**config.mk**
```make
export PLATFORM = sky130hd
export DESIGN_NAME = adc_seq
export DESIGN_NICKNAME = d
export VERILOG_FILES = /design/src/rtl/adc_seq_pkg.sv /design/src/rtl/adc_trig.sv /design/src/rtl/adc_window.sv /design/src/rtl/adc_ctrl.sv /design/src/rtl/adc_seq.sv
export SDC_FILE = /design/constraint.sdc
export NUM_CORES = 1
export LEC_CHECK = 0
export ABC_AREA = 1
export CAP_MARGIN = 20
export CORE_AREA = 2 2 69 120
export DETAILED_ROUTE_END_ITERATION = 7
export DIE_AREA = 0 0 71 122
export GPL_TIMING_DRIVEN = 0
export HOLD_SLACK_MARGIN = 0.06
export PLACE_DENSITY = 0.81
export SETUP_SLACK_MARGIN = 0.3
export SLEW_MARGIN = 20
export SYNTH_ARGS = -nofsm -noshare
export SYNTH_HDL_FRONTEND = slang
export SYNTH_HIERARCHICAL = 1
export SYNTH_SLANG_ARGS = --single-unit
```
**constraint.sdc**
```tcl
create_clock -name clk -period 3 [get_ports clk]
set_clock_uncertainty 0.1 [all_clocks]
set_input_delay 0.3 -clock clk [delete_from_list [all_inputs] [get_ports clk]]
set_output_delay 0.3 -clock clk [all_outputs]
set_load 0.01 [all_outputs]
```
**src/rtl/adc_seq_pkg.sv**
```systemverilog
package adc_seq_pkg;

    localparam int DEF_SAMPLE_W = 12;
    localparam int DEF_ACC_SHIFT = 4;
    localparam int DEF_SETTLE_W = 8;
    localparam int CNT_W = DEF_ACC_SHIFT + 1;

    typedef enum logic [1:0] {
        SRC_SW  = 2'd0,
        SRC_TMR = 2'd1,
        SRC_EXT = 2'd2
    } trig_src_e;

    typedef enum logic [2:0] {
        ST_IDLE,
        ST_SETTLE,
        ST_REQ,
        ST_WAIT,
        ST_LATCH
    } seq_state_e;

    typedef enum logic {
        WIN_INSIDE  = 1'b0,
        WIN_OUTSIDE = 1'b1
    } win_mode_e;

    // samples per sequence for each configuration code
    function automatic logic [CNT_W-1:0] samples_for(input logic [1:0] code);
        case (code)
            2'd0:    samples_for = CNT_W'(1);
            2'd1:    samples_for = CNT_W'(4);
            2'd2:    samples_for = CNT_W'(8);
            default: samples_for = CNT_W'(16);
        endcase
    endfunction

endpackage

```
**src/rtl/adc_trig.sv**
```systemverilog
module adc_trig
    import adc_seq_pkg::*;
#(
    parameter int SYNC_STAGES = 2
) (
    input  logic       clk,
    input  logic       rst,
    input  logic [1:0] sel,
    input  logic       sw_start,
    input  logic       tmr_ovf,
    input  logic       ext_pin,
    output logic       trig
);
    localparam int CHAIN = SYNC_STAGES + 1;

    logic [CHAIN-1:0] chain_q;
    logic             ext_rise;

    always_ff @(posedge clk) begin
        if (rst) chain_q <= '0;
        else     chain_q <= {chain_q[CHAIN-2:0], ext_pin};
    end

    assign ext_rise = chain_q[CHAIN-2] & ~chain_q[CHAIN-1];

    always_comb begin
        case (trig_src_e'(sel))
            SRC_SW:  trig = sw_start;
            SRC_TMR: trig = tmr_ovf;
            SRC_EXT: trig = ext_rise;
            default: trig = 1'b0;
        endcase
    end
endmodule

```
**src/rtl/adc_window.sv**
```systemverilog
module adc_window
    import adc_seq_pkg::*;
#(
    parameter int W = 16
) (
    input  logic [W-1:0] value,
    input  logic [W-1:0] lo,
    input  logic [W-1:0] hi,
    input  win_mode_e    mode,
    output logic         hit
);
    logic in_range;
    assign in_range = (value >= lo) && (value <= hi);
    assign hit = (mode == WIN_OUTSIDE) ? ~in_range : in_range;
endmodule

```
**src/rtl/adc_ctrl.sv**
```systemverilog
module adc_ctrl
    import adc_seq_pkg::*;
#(
    parameter int SAMPLE_W = DEF_SAMPLE_W,
    parameter int ACC_W    = DEF_SAMPLE_W + DEF_ACC_SHIFT,
    parameter int SETTLE_W = DEF_SETTLE_W
) (
    input  logic                clk,
    input  logic                rst,
    input  logic                trig,
    input  logic [1:0]          avg_code,
    input  logic                burst_en,
    input  logic [SETTLE_W-1:0] settle_len,
    input  logic                core_done,
    input  logic [SAMPLE_W-1:0] core_data,
    output logic                core_pwr,
    output logic                core_start,
    output logic                busy,
    output logic                latch_en,
    output logic [ACC_W-1:0]    acc
);
    localparam int PAD = ACC_W - SAMPLE_W;

    seq_state_e          state;
    logic [CNT_W-1:0]    cnt;
    logic [1:0]          avg_q;
    logic [SETTLE_W-1:0] settle_cnt;
    logic [CNT_W-1:0]    last_idx;

    assign last_idx = samples_for(avg_q) - CNT_W'(1);

    always_ff @(posedge clk) begin
        if (rst) begin
            state      <= ST_IDLE;
            acc        <= '0;
            cnt        <= '0;
            avg_q      <= '0;
            settle_cnt <= '0;
        end else begin
            case (state)
                ST_IDLE: begin
                    if (trig) begin
                        acc        <= '0;
                        cnt        <= '0;
                        avg_q      <= avg_code;
                        settle_cnt <= settle_len;
                        state      <= burst_en ? ST_SETTLE : ST_REQ;
                    end
                end
                ST_SETTLE: begin
                    if (settle_cnt == '0) state <= ST_REQ;
                    else                  settle_cnt <= settle_cnt - SETTLE_W'(1);
                end
                ST_REQ: state <= ST_WAIT;
                ST_WAIT: begin
                    if (core_done) begin
                        acc   <= acc + {{PAD{1'b0}}, core_data};
                        cnt   <= cnt + CNT_W'(1);
                        state <= (cnt == last_idx) ? ST_LATCH : ST_REQ;
                    end
                end
                ST_LATCH: state <= ST_IDLE;
                default:  state <= ST_IDLE;
            endcase
        end
    end

    assign busy       = (state != ST_IDLE);
    assign core_start = (state == ST_REQ);
    assign latch_en   = (state == ST_LATCH);
    assign core_pwr   = ~burst_en | busy;
endmodule

```
**src/rtl/adc_seq.sv**
```systemverilog
module adc_seq
    import adc_seq_pkg::*;
#(
    parameter int SAMPLE_W  = DEF_SAMPLE_W,
    parameter int ACC_SHIFT = DEF_ACC_SHIFT,
    parameter int SETTLE_W  = DEF_SETTLE_W,
    localparam int ACC_W    = SAMPLE_W + ACC_SHIFT
) (
    input  logic                clk,
    input  logic                rst,
    input  logic [1:0]          trig_sel,
    input  logic                sw_start,
    input  logic                tmr_ovf,
    input  logic                ext_cnv,
    input  logic [1:0]          avg_code,
    input  logic                burst_en,
    input  logic [SETTLE_W-1:0] settle_len,
    input  logic [ACC_W-1:0]    win_lo,
    input  logic [ACC_W-1:0]    win_hi,
    input  logic                win_outside,
    input  logic                done_ie,
    input  logic                win_ie,
    input  logic                clr_done,
    input  logic                clr_win,
    output logic                core_pwr,
    output logic                core_start,
    input  logic                core_done,
    input  logic [SAMPLE_W-1:0] core_data,
    output logic                busy,
    output logic [ACC_W-1:0]    result,
    output logic                done_flag,
    output logic                win_flag,
    output logic                irq_done,
    output logic                irq_win
);
    logic             trig;
    logic             latch_en;
    logic             hit;
    logic [ACC_W-1:0] acc;

    adc_trig #(.SYNC_STAGES(2)) u_trig (
        .clk      (clk),
        .rst      (rst),
        .sel      (trig_sel),
        .sw_start (sw_start),
        .tmr_ovf  (tmr_ovf),
        .ext_pin  (ext_cnv),
        .trig     (trig)
    );

    adc_ctrl #(
        .SAMPLE_W (SAMPLE_W),
        .ACC_W    (ACC_W),
        .SETTLE_W (SETTLE_W)
    ) u_ctrl (
        .clk        (clk),
        .rst        (rst),
        .trig       (trig),
        .avg_code   (avg_code),
        .burst_en   (burst_en),
        .settle_len (settle_len),
        .core_done  (core_done),
        .core_data  (core_data),
        .core_pwr   (core_pwr),
        .core_start (core_start),
        .busy       (busy),
        .latch_en   (latch_en),
        .acc        (acc)
    );

    adc_window #(.W(ACC_W)) u_win (
        .value (acc),
        .lo    (win_lo),
        .hi    (win_hi),
        .mode  (win_mode_e'(win_outside)),
        .hit   (hit)
    );

    always_ff @(posedge clk) begin
        if (rst) begin
            result    <= '0;
            done_flag <= 1'b0;
            win_flag  <= 1'b0;
        end else begin
            if (latch_en) result <= acc;
            if (latch_en)      done_flag <= 1'b1;
            else if (clr_done) done_flag <= 1'b0;
            if (latch_en && hit) win_flag <= 1'b1;
            else if (clr_win)    win_flag <= 1'b0;
        end
    end

    assign irq_done = done_flag & done_ie;
    assign irq_win  = win_flag & win_ie;
endmodule

```
# ---- After elaboration in Yosys (flattened, before gate mapping)
# Cells that the tools add are included.
dict set report classes {
  n_reduce_logical 15
  addsub 4
  n_eq_ne 13
  n_bitwise 7
  n_lt_le_gt_ge 2
  n_mux 22
}
# cell count
set op_table {}
lappend op_table {{$mux 16} 2}
lappend op_table {{$pmux 16 s2} 1}
lappend op_table {{$add 16x12->16} 1}
lappend op_table {{$ge 16x16->1} 1}
lappend op_table {{$le 16x16->1} 1}
lappend op_table {{$mux 8} 2}
lappend op_table {{$pmux 8 s2} 1}
lappend op_table {{$pmux 5 s3} 1}
lappend op_table {{$mux 3} 4}
lappend op_table {{$pmux 3 s4} 1}
lappend op_table {{$mux 5} 2}
lappend op_table {{$pmux 5 s2} 1}
lappend op_table {{$reduce_and 3->1} 3}
lappend op_table {{$logic_not 8->1} 1}
lappend op_table {{$reduce_bool 2->1} 4}
lappend op_table {{$sub 8x1->8 const B} 1}
lappend op_table {{$eq 3x2->1 const B} 2}
lappend op_table {{$ne 2x2->1 const B} 3}
lappend op_table {{$add 5x1->5 const B} 1}
lappend op_table {{$eq 5x5->1} 1}
lappend op_table {{$mux 1} 5}
lappend op_table {{$sub 5x1->5 const B} 1}
lappend op_table {{$eq 2x1->1 const B} 2}
lappend op_table {{$eq 2x2->1 const B} 2}
lappend op_table {{13 further kinds} 19}
dict set report word_totals {
  in_bits 68
  wordCells 72
  regBits 55
  output_inout_bits 23
}

# ---- Depth between registers and ports, before layout
# Gate-level depths: netlist of run 1.
dict set report logic_depth {
  word_depth 7
  mapped_depth 17
}

# ---- Hierarchy
# The synthesis of run 1 kept the hierarchy.
# mod cells_each n_inst area_per_inst_um2
set by_module_without_submodules {}
lappend by_module_without_submodules {adc_ctrl 399 1 2536.2}
lappend by_module_without_submodules {adc_window 144 1 868.3}
lappend by_module_without_submodules {adc_seq 83 1 696.9}
lappend by_module_without_submodules {adc_trig 19 1 122.6}

# ---- Worst setup path after synthesis of run 1
# OpenSTA, ideal clock, no wires.
dict set report synth_path {
  path_kind {reg-to-reg}
  start {reg u_ctrl.acc[0]}
  end {reg u_ctrl.acc[12]}
  stages_incl_launch_ff 12
  arrival_ns 1.549
  t_required_ns 2.779
  path_buffers 0
  setup_slack_ns 1.230
  synth_period_minus_slack_ns 1.770
  cell_sequence {dfxtp_1 ha_1 inv_1 fa_1 inv_1 nand3_1 nand3_1 nand3_1 nand3_1 nand2_1 nand2_1 a21oi_1}
}
dict set report synth_via {
  elab_chain_len 3
}
# item line
set synth_lines {}
lappend synth_lines {{start: declaration} adc_ctrl.sv:20} ;# output logic [ACC_W-1:0] acc
lappend synth_lines {{start signal: assignment} adc_ctrl.sv:57} ;# acc <= acc + {{PAD{1'b0}}, core_data};
lappend synth_lines {{$add 16x12->16} adc_ctrl.sv:57}
lappend synth_lines {{$mux 16} adc_ctrl.sv:56} ;# if (core_done) begin
lappend synth_lines {{$pmux 16 s2} adc_ctrl.sv:40} ;# case (state)
# No other way between the ends. The select of a mux whose other input is x is not followed.
# A chain may end at the register's enable or synchronous reset.

# ---- Final worst setup path of run 1
dict set report layout_path {
  start {in core_data[0]}
  end {reg u_ctrl.acc[12]}
}
dict set report layout_via {
  elab_chain_len 3
}
# item line
set layout_lines {}
lappend layout_lines {{start: declaration} adc_seq.sv:28} ;# input logic [SAMPLE_W-1:0] core_data,
lappend layout_lines {{$add 16x12->16} adc_ctrl.sv:57}
lappend layout_lines {{$mux 16} adc_ctrl.sv:56}
lappend layout_lines {{$pmux 16 s2} adc_ctrl.sv:40}
# No other way between the ends. The select of a mux whose other input is x is not followed.

==> flow_summary.json, run 1 <==
{
  "yosys_warnings": 6,
  "holdPathEnd": "u_trig/chain_q[1]",
  "finalHoldViolations": 0,
  "reg2reg_slack_ns": 0.81,
  "drv_cap": 0,
  "ys_seq_area_share_pct": 26.1,
  "drc": 0,
  "post_cts_buffers": 0,
  "worst_path_max_delay_cell": "clkdlybuf4s50_1",
  "detail-route-antenna-nets": 0,
  "root_buffer": "clkbuf_16",
  "critical_path.max_fanout": 4,
  "fin_area_mm2": 0.00538,
  "slowest_delay_ns": 0.49,
  "clock_sinks": 55,
  "leakage_nw": 2.72,
  "drtIter0Drc": 209,
  "use_met3_pct": 3.97,
  "period_share_pct": 75.1,
  "final.fill_count": 714,
  "grt_overflow": 0,
  "cts_tree": "yes",
  "fin_crit_ns": 2.25,
  "min_path_type": "reg -> reg",
  "vias": 4450,
  "ys_ff_latch": 55,
  "worstReg2RegStart": "u_ctrl/acc[0]",
  "routed_via_density": 5.35,
  "worstPathCellList": "clkdlybuf4s50_1 > ha_1 > inv_1 > fa_1 > inv_1 > nand3_1 > nand3_1 > nand3_1 > nand3_1 > nand2_1 > nand2_1 > a21oi_1",
  "async_flop_share_pct": 0,
  "post-place-ws_ns": 0.484,
  "critical_path_class": "in -> reg",
  "hp-start": "u_trig/chain_q[0]",
  "grtUsageMet1_pct": 25.4,
  "ctsHoldBuffers": 0,
  "synth_nets": 761,
  "worst_slew_pin_slew_ns": 0.603,
  "grt_use_met2_pct": 54.8,
  "setup_violations": 0,
  "pin_count": 91,
  "synth_flop_cell": "dfxtp_1",
  "grt_max_degree": 16,
  "rr_worst_depth": 11,
  "antenna_found_initial": 0,
  "grt_pass1_wl_um": 18900,
  "grt_usage_pct": 27.3,
  "globalplace.congestion": 0.946,
  "core.rowCount": 43,
  "die_w_um": 71,
  "grt_pass1_vias": 4440,
  "drive_gt1_share_pct": 6.87,
  "start_util_pct": 54.1,
  "path_buf_inv": 3,
  "cts_made_buffers": 5,
  "rsz0062_at_grt": "no",
  "area.growth.synth_to_final_pct": 27.4,
  "cts_resized": 0,
  "wl_per_cell_um": 13.6,
  "layout_common_cells": "nand2_1, inv_1, clkdlybuf4s50_1",
  "tns_ns": 0,
  "cp-start-kind": "input port",
  "htreeDepth": 2,
  "clk_path_buf_depth": 2,
  "busiest_layer": "met2",
  "ir_drop_uv": 416,
  "postSynthAreaPerCell_um2": 6.55,
  "dieArea_mm2": 0.00866,
  "cp_top_family": "buffers and inverters",
  "syn_area_mm2": 0.00422,
  "slew_violations": 0,
  "synth-edff-count": 0,
  "p_per_area_mw_per_mm2": 367,
  "clk_latency_ns": 0.29,
  "layout_commonest_cell": "nand2_1",
  "place_area_mm2": 0.00524,
  "synth_cell_types": 47,
  "worstSetupEndpointType": "flop",
  "layout_setup_ws_ns": 0.746,
  "die_h_um": 122,
  "status": "finished clean",
  "drt-total-wl_um": 11300,
  "cp_common_cell": "nand3_1",
  "clk_pin_slew_ns": 0.07,
  "nets": 858,
  "core_mm2": 0.00780,
  "p_total_w": 0.00197,
  "n_antenna_cell": 0,
  "critPathRequiredTime_ns": 3.07,
  "io_buffers": 90,
  "critical_path_arrival_ns": 2.33,
  "whs_path_depth": 2,
  "crit_start": "core_data[0]",
  "maxSlewHeadroom_pct": 59.8,
  "r2r-end": "u_ctrl/acc[12]",
  "fmax_mhz": 444,
  "dp_hpwl_um": 9260,
  "drt_pass1_iterations": 5,
  "synthCells": 645
}
## tightest hold or removal path, cell delays in order, from the launching register on
cell	delay [ns]
dfxtp_1	0.30
inv_1	0.04
nor2_1	0.04
## per-stage QoR
step	utilization (%)	hold slack [ns]	std cells
after floorplan	-	0.262	645
after global placement	67.1	0.308	825
after detailed placement	67.1	0.312	825
after CTS	69.0	0.327	832
after global routing	69.0	0.353	832
final	69.0	0.323	832
## routing by layer
| layer | vias up | share of wire [%] |
|---|---|---|
| met5 | - | 0 |
| met4 | 0 | 4.0 |
| met3 | 36 | 4.1 |
| met2 | 150 | 57 |
| met1 | 2020 | 35 |
| li1 | 2244 | - |
## registers in the layout, indices dropped and copies added, names as in the netlist
signal	cells
done_flag	1
result	16
u_ctrl/acc	16
u_ctrl/avg_q	2
u_ctrl/cnt	5
u_ctrl/settle_cnt	8
u_ctrl/state	3
u_trig/chain_q	3
win_flag	1
## synthesized netlist by cell type, types with 2 or more instances
cell	count	area, µm²
and2_1	3	18.8
nand4_1	7	43.8
nor2_4	2	22.5
o21ai_1	7	35.0
nand2_2	4	25.0
ha_1	47	588
nand2_1	159	597
clkinv_1	2	7.51
inv_4	2	12.5
o21a_1	2	15.0
nand3b_1	3	22.5
a21oi_2	3	26.3
buf_4	2	15.0
nor2_2	6	37.5
buf_6	3	33.8
xor2_1	5	43.8
nor3_1	7	35.0
nor2_1	76	285
inv_1	101	379
nand3_1	35	175
a21oi_1	49	245
or2_2	3	18.8
o21ai_0	31	155
inv_2	7	26.3
clkbuf_1	3	11.3
dfxtp_1	55	1100
## cell type report
| type | instances | area [µm²] | share of cell area (%) |
|---|---|---|---|
| repair buffers | 90 | 901 | 16.7 |
| flip-flops and latches | 55 | 1100 | 20.5 |
| clock buffers | 6 | 139 | 2.58 |
| inverters | 114 | 442 | 8.21 |
| clock inverters | 1 | 5.00 | 0.0930 |
| well taps | 90 | 113 | 2.09 |
| plain buffers | 10 | 95.1 | 1.77 |
| multi-input cells | 466 | 2590 | 48.1 |
## cells by family (layout without fill, tap and decap cells)
family	Yosys count	count (layout)	share of synthesized area [%]
AND/OR/NAND/NOR	309	309	31.6
buffers and inverters	124	221	12.7
AO/OA/AOI/OAI	104	104	14.2
flip-flops	55	55	26.1
adder cells (fa/ha/maj)	48	48	14.4
XOR/XNOR	5	5	1.04
## worst max-delay path by stage
stage                                 to  depth (start not counted)
after floorplan           u_ctrl/acc[12]                         11
after detailed placement  u_ctrl/acc[12]                         12
after global placement    u_ctrl/acc[12]                         12
final                     u_ctrl/acc[12]                         12
after global routing      u_ctrl/acc[12]                         11
after CTS                 u_ctrl/acc[12]                         12
## where the power goes
group	switching (W)	internal, W	leakage (nW)
combinational	0.000335	0.000253	2.20
clock	0.000255	0.000327	0.0727
sequential	0.0000385	0.000767	0.446
total	0.000629	0.00135	2.72
No activity file was read; power rests on OpenSTA's default activity.
==> run 2: changes to the inputs <==
- CORE_AREA: 2 2 69 120 -> 2 2 72 125
- DIE_AREA: 0 0 71 122 -> 0 0 74 127
- PLACE_DENSITY: 0.81 -> 0.75
- clock period: 3 -> 2.4 ns (I/O delays scaled with it)
==> flow_summary.json, run 2 (same netlist as run 1, synthesis figures left out) <==
{
  "status": "finished clean",
  "reg2reg_slack_ns": 0.39,
  "core.rowCount": 44,
  "nets": 858,
  "clk_latency_ns": 0.30,
  "grt_pass1_vias": 4415,
  "leakage_nw": 2.74,
  "area.growth.synth_to_final_pct": 29.1,
  "drv_cap": 0,
  "worst_path_max_delay_cell": "clkdlybuf4s50_1",
  "rsz0062_at_grt": "yes",
  "root_buffer": "clkbuf_16",
  "die_w_um": 74,
  "vias": 4351,
  "fin_area_mm2": 0.00545,
  "reg_top3": "result (16), u_ctrl/acc (16), u_ctrl/settle_cnt (8)",
  "path_buf_inv": 3,
  "layout_commonest_cell": "nand2_1",
  "p_total_w": 0.00258,
  "cp_top_family": "buffers and inverters",
  "layout_setup_ws_ns": 0.354,
  "min_path_type": "reg -> reg",
  "fmax_mhz": 489,
  "drtIter0Drc": 137,
  "grt_usage_pct": 25.2,
  "dp_hpwl_um": 9220,
  "ctsHoldBuffers": 0,
  "slew_violations": 0,
  "grt_overflow": 0,
  "cts_made_buffers": 5,
  "clkPwrFrac_pct": 32.7,
  "hold_ws_ns": 0.311,
  "final_cells": 858,
  "start_util_pct": 50.8,
  "critical_path_arrival_ns": 2.13,
  "worstPathCellList": "clkdlybuf4s50_1 > ha_2 > inv_1 > fa_1 > inv_2 > nand3_1 > nand3_2 > nand3_1 > nand3_1 > nand2_1 > nand2_1 > a21oi_1",
  "n_antenna_cell": 0,
  "io_buffers": 90,
  "period_share_pct": 85.3,
  "clock_sinks": 55,
  "critical_path_class": "in -> reg",
  "ir_drop_uv": 410,
  "worst_slew_pin_slew_ns": 0.579,
  "dieArea_mm2": 0.00940,
  "p_per_area_mw_per_mm2": 474,
  "critical_path.max_fanout": 4,
  "detail-route-antenna-nets": 0,
  "cp_common_cell": "nand3_1",
  "wl_per_cell_um": 13.2,
  "grt_max_degree": 17,
  "antenna_found_initial": 0,
  "dp_cells": 850,
  "setup_violations": 0,
  "post-place-ws_ns": -0.0355,
  "p_switching_w": 0.000789,
  "critPathRequiredTime_ns": 2.48,
  "finalHoldViolations": 0,
  "drt-total-wl_um": 11300,
  "clk_pin_slew_ns": 0.07,
  "core_mm2": 0.00831,
  "worstSetupEndpointType": "flop",
  "cp-start-kind": "input port",
  "routed_via_density": 5.07,
  "pin_count": 91,
  "p_int_w": 0.00179,
  "htreeDepth": 2,
  "combPwrFrac_pct": 28.3,
  "drive_gt1_share_pct": 7.67,
  "switching_share_pct": 30.5,
  "drt_pass1_iterations": 4,
  "layout_common_cells": "nand2_1, inv_1, clkdlybuf4s50_1",
  "power_frac_seq_pct": 39.0,
  "clk_path_buf_depth": 2,
  "fin_crit_ns": 2.05,
  "die_h_um": 127,
  "place_area_mm2": 0.00527,
  "grt_pass1_wl_um": 18700,
  "slowest_delay_ns": 0.48,
  "cts_tree": "yes",
  "maxSlewHeadroom_pct": 61.4,
  "globalplace.congestion": 0.901,
  "drc": 0
}
[run 2: changes by cell type in the layout (fill, tap and decap cells not counted)]
cell       previous run  this run
dfxtp_2               0         2
nand3_2               0         1
ha_2                  0         1
dfxtp_1              55        53
inv_1               101       100
inv_2                 7         8
bufinv_16             0         1
ha_1                 47        46
nand3_1              35        34
[run 2: tightest hold or removal path, delay by kind of cell, from the launching register on]
kind | cells | cell delay, ns
buf+inv | 1 | 0.04
flops | 1 | 0.30
simple gates | 1 | 0.03
[run 2: stage by stage]
step                util (%)  TNS, ns
floorplan                  -        0
global placement        63.4  -0.0197
detailed placement      63.4  -0.0355
CTS                     65.6        0
global route            65.6        0
finish                  65.6        0
[run 2: timing repair]
action                                  4_1_cts  5_1_grt
endpoints found under the hold margin         0        0
gates resized for setup                       3        2
setup buffers                                 0        0
endpoints found under the setup margin        2        6
pin swaps                                     0        0
[run 2: path summary, 6_finish.rpt]
| path | start | endpoint | depth (start not counted) |
|---|---|---|---|
| max | core_data[0] | u_ctrl/acc[12] | 12 |
| min | u_trig/chain_q[0] | u_trig/chain_q[1] | 2 |
| max reg2reg | u_ctrl/acc[0] | u_ctrl/acc[12] | 11 |
| min reg2reg | u_trig/chain_q[0] | u_trig/chain_q[1] | 2 |
[run 2: layout make-up]
class	count	area, µm²
sequential	55	1100
tap	115	144
clock buffer	6	139
multi-input combinational	466	2590
buffer	10	95.1
inverter	114	442
fill	776	2860
timing repair buffer	90	901
clock inverter	2	35.0
[run 2: power by group through the flow]
| stage | Sequential, W | Combinational (W) | Clock (W) |
|---|---|---|---|
| after floorplan | 0.00101 | 0.000465 | 0 |
| after global placement | 0.00102 | 0.000707 | 0 |
| after detailed placement | 0.00103 | 0.000727 | 0 |
| after CTS | 0.00101 | 0.000734 | 0.000866 |
| after global routing | 0.00101 | 0.000819 | 0.000882 |
| final | 0.00101 | 0.000730 | 0.000846 |
[run 2: routing by layer]
layer  vias to the layer above  GRT usage (%)  wire length (µm)
li1                       2240              -                 -
met1                      1976           24.0              4120
met2                       102           49.2              6330
met3                        33           2.76               380
met4                         0           13.7               486
met5                         -              0                 0
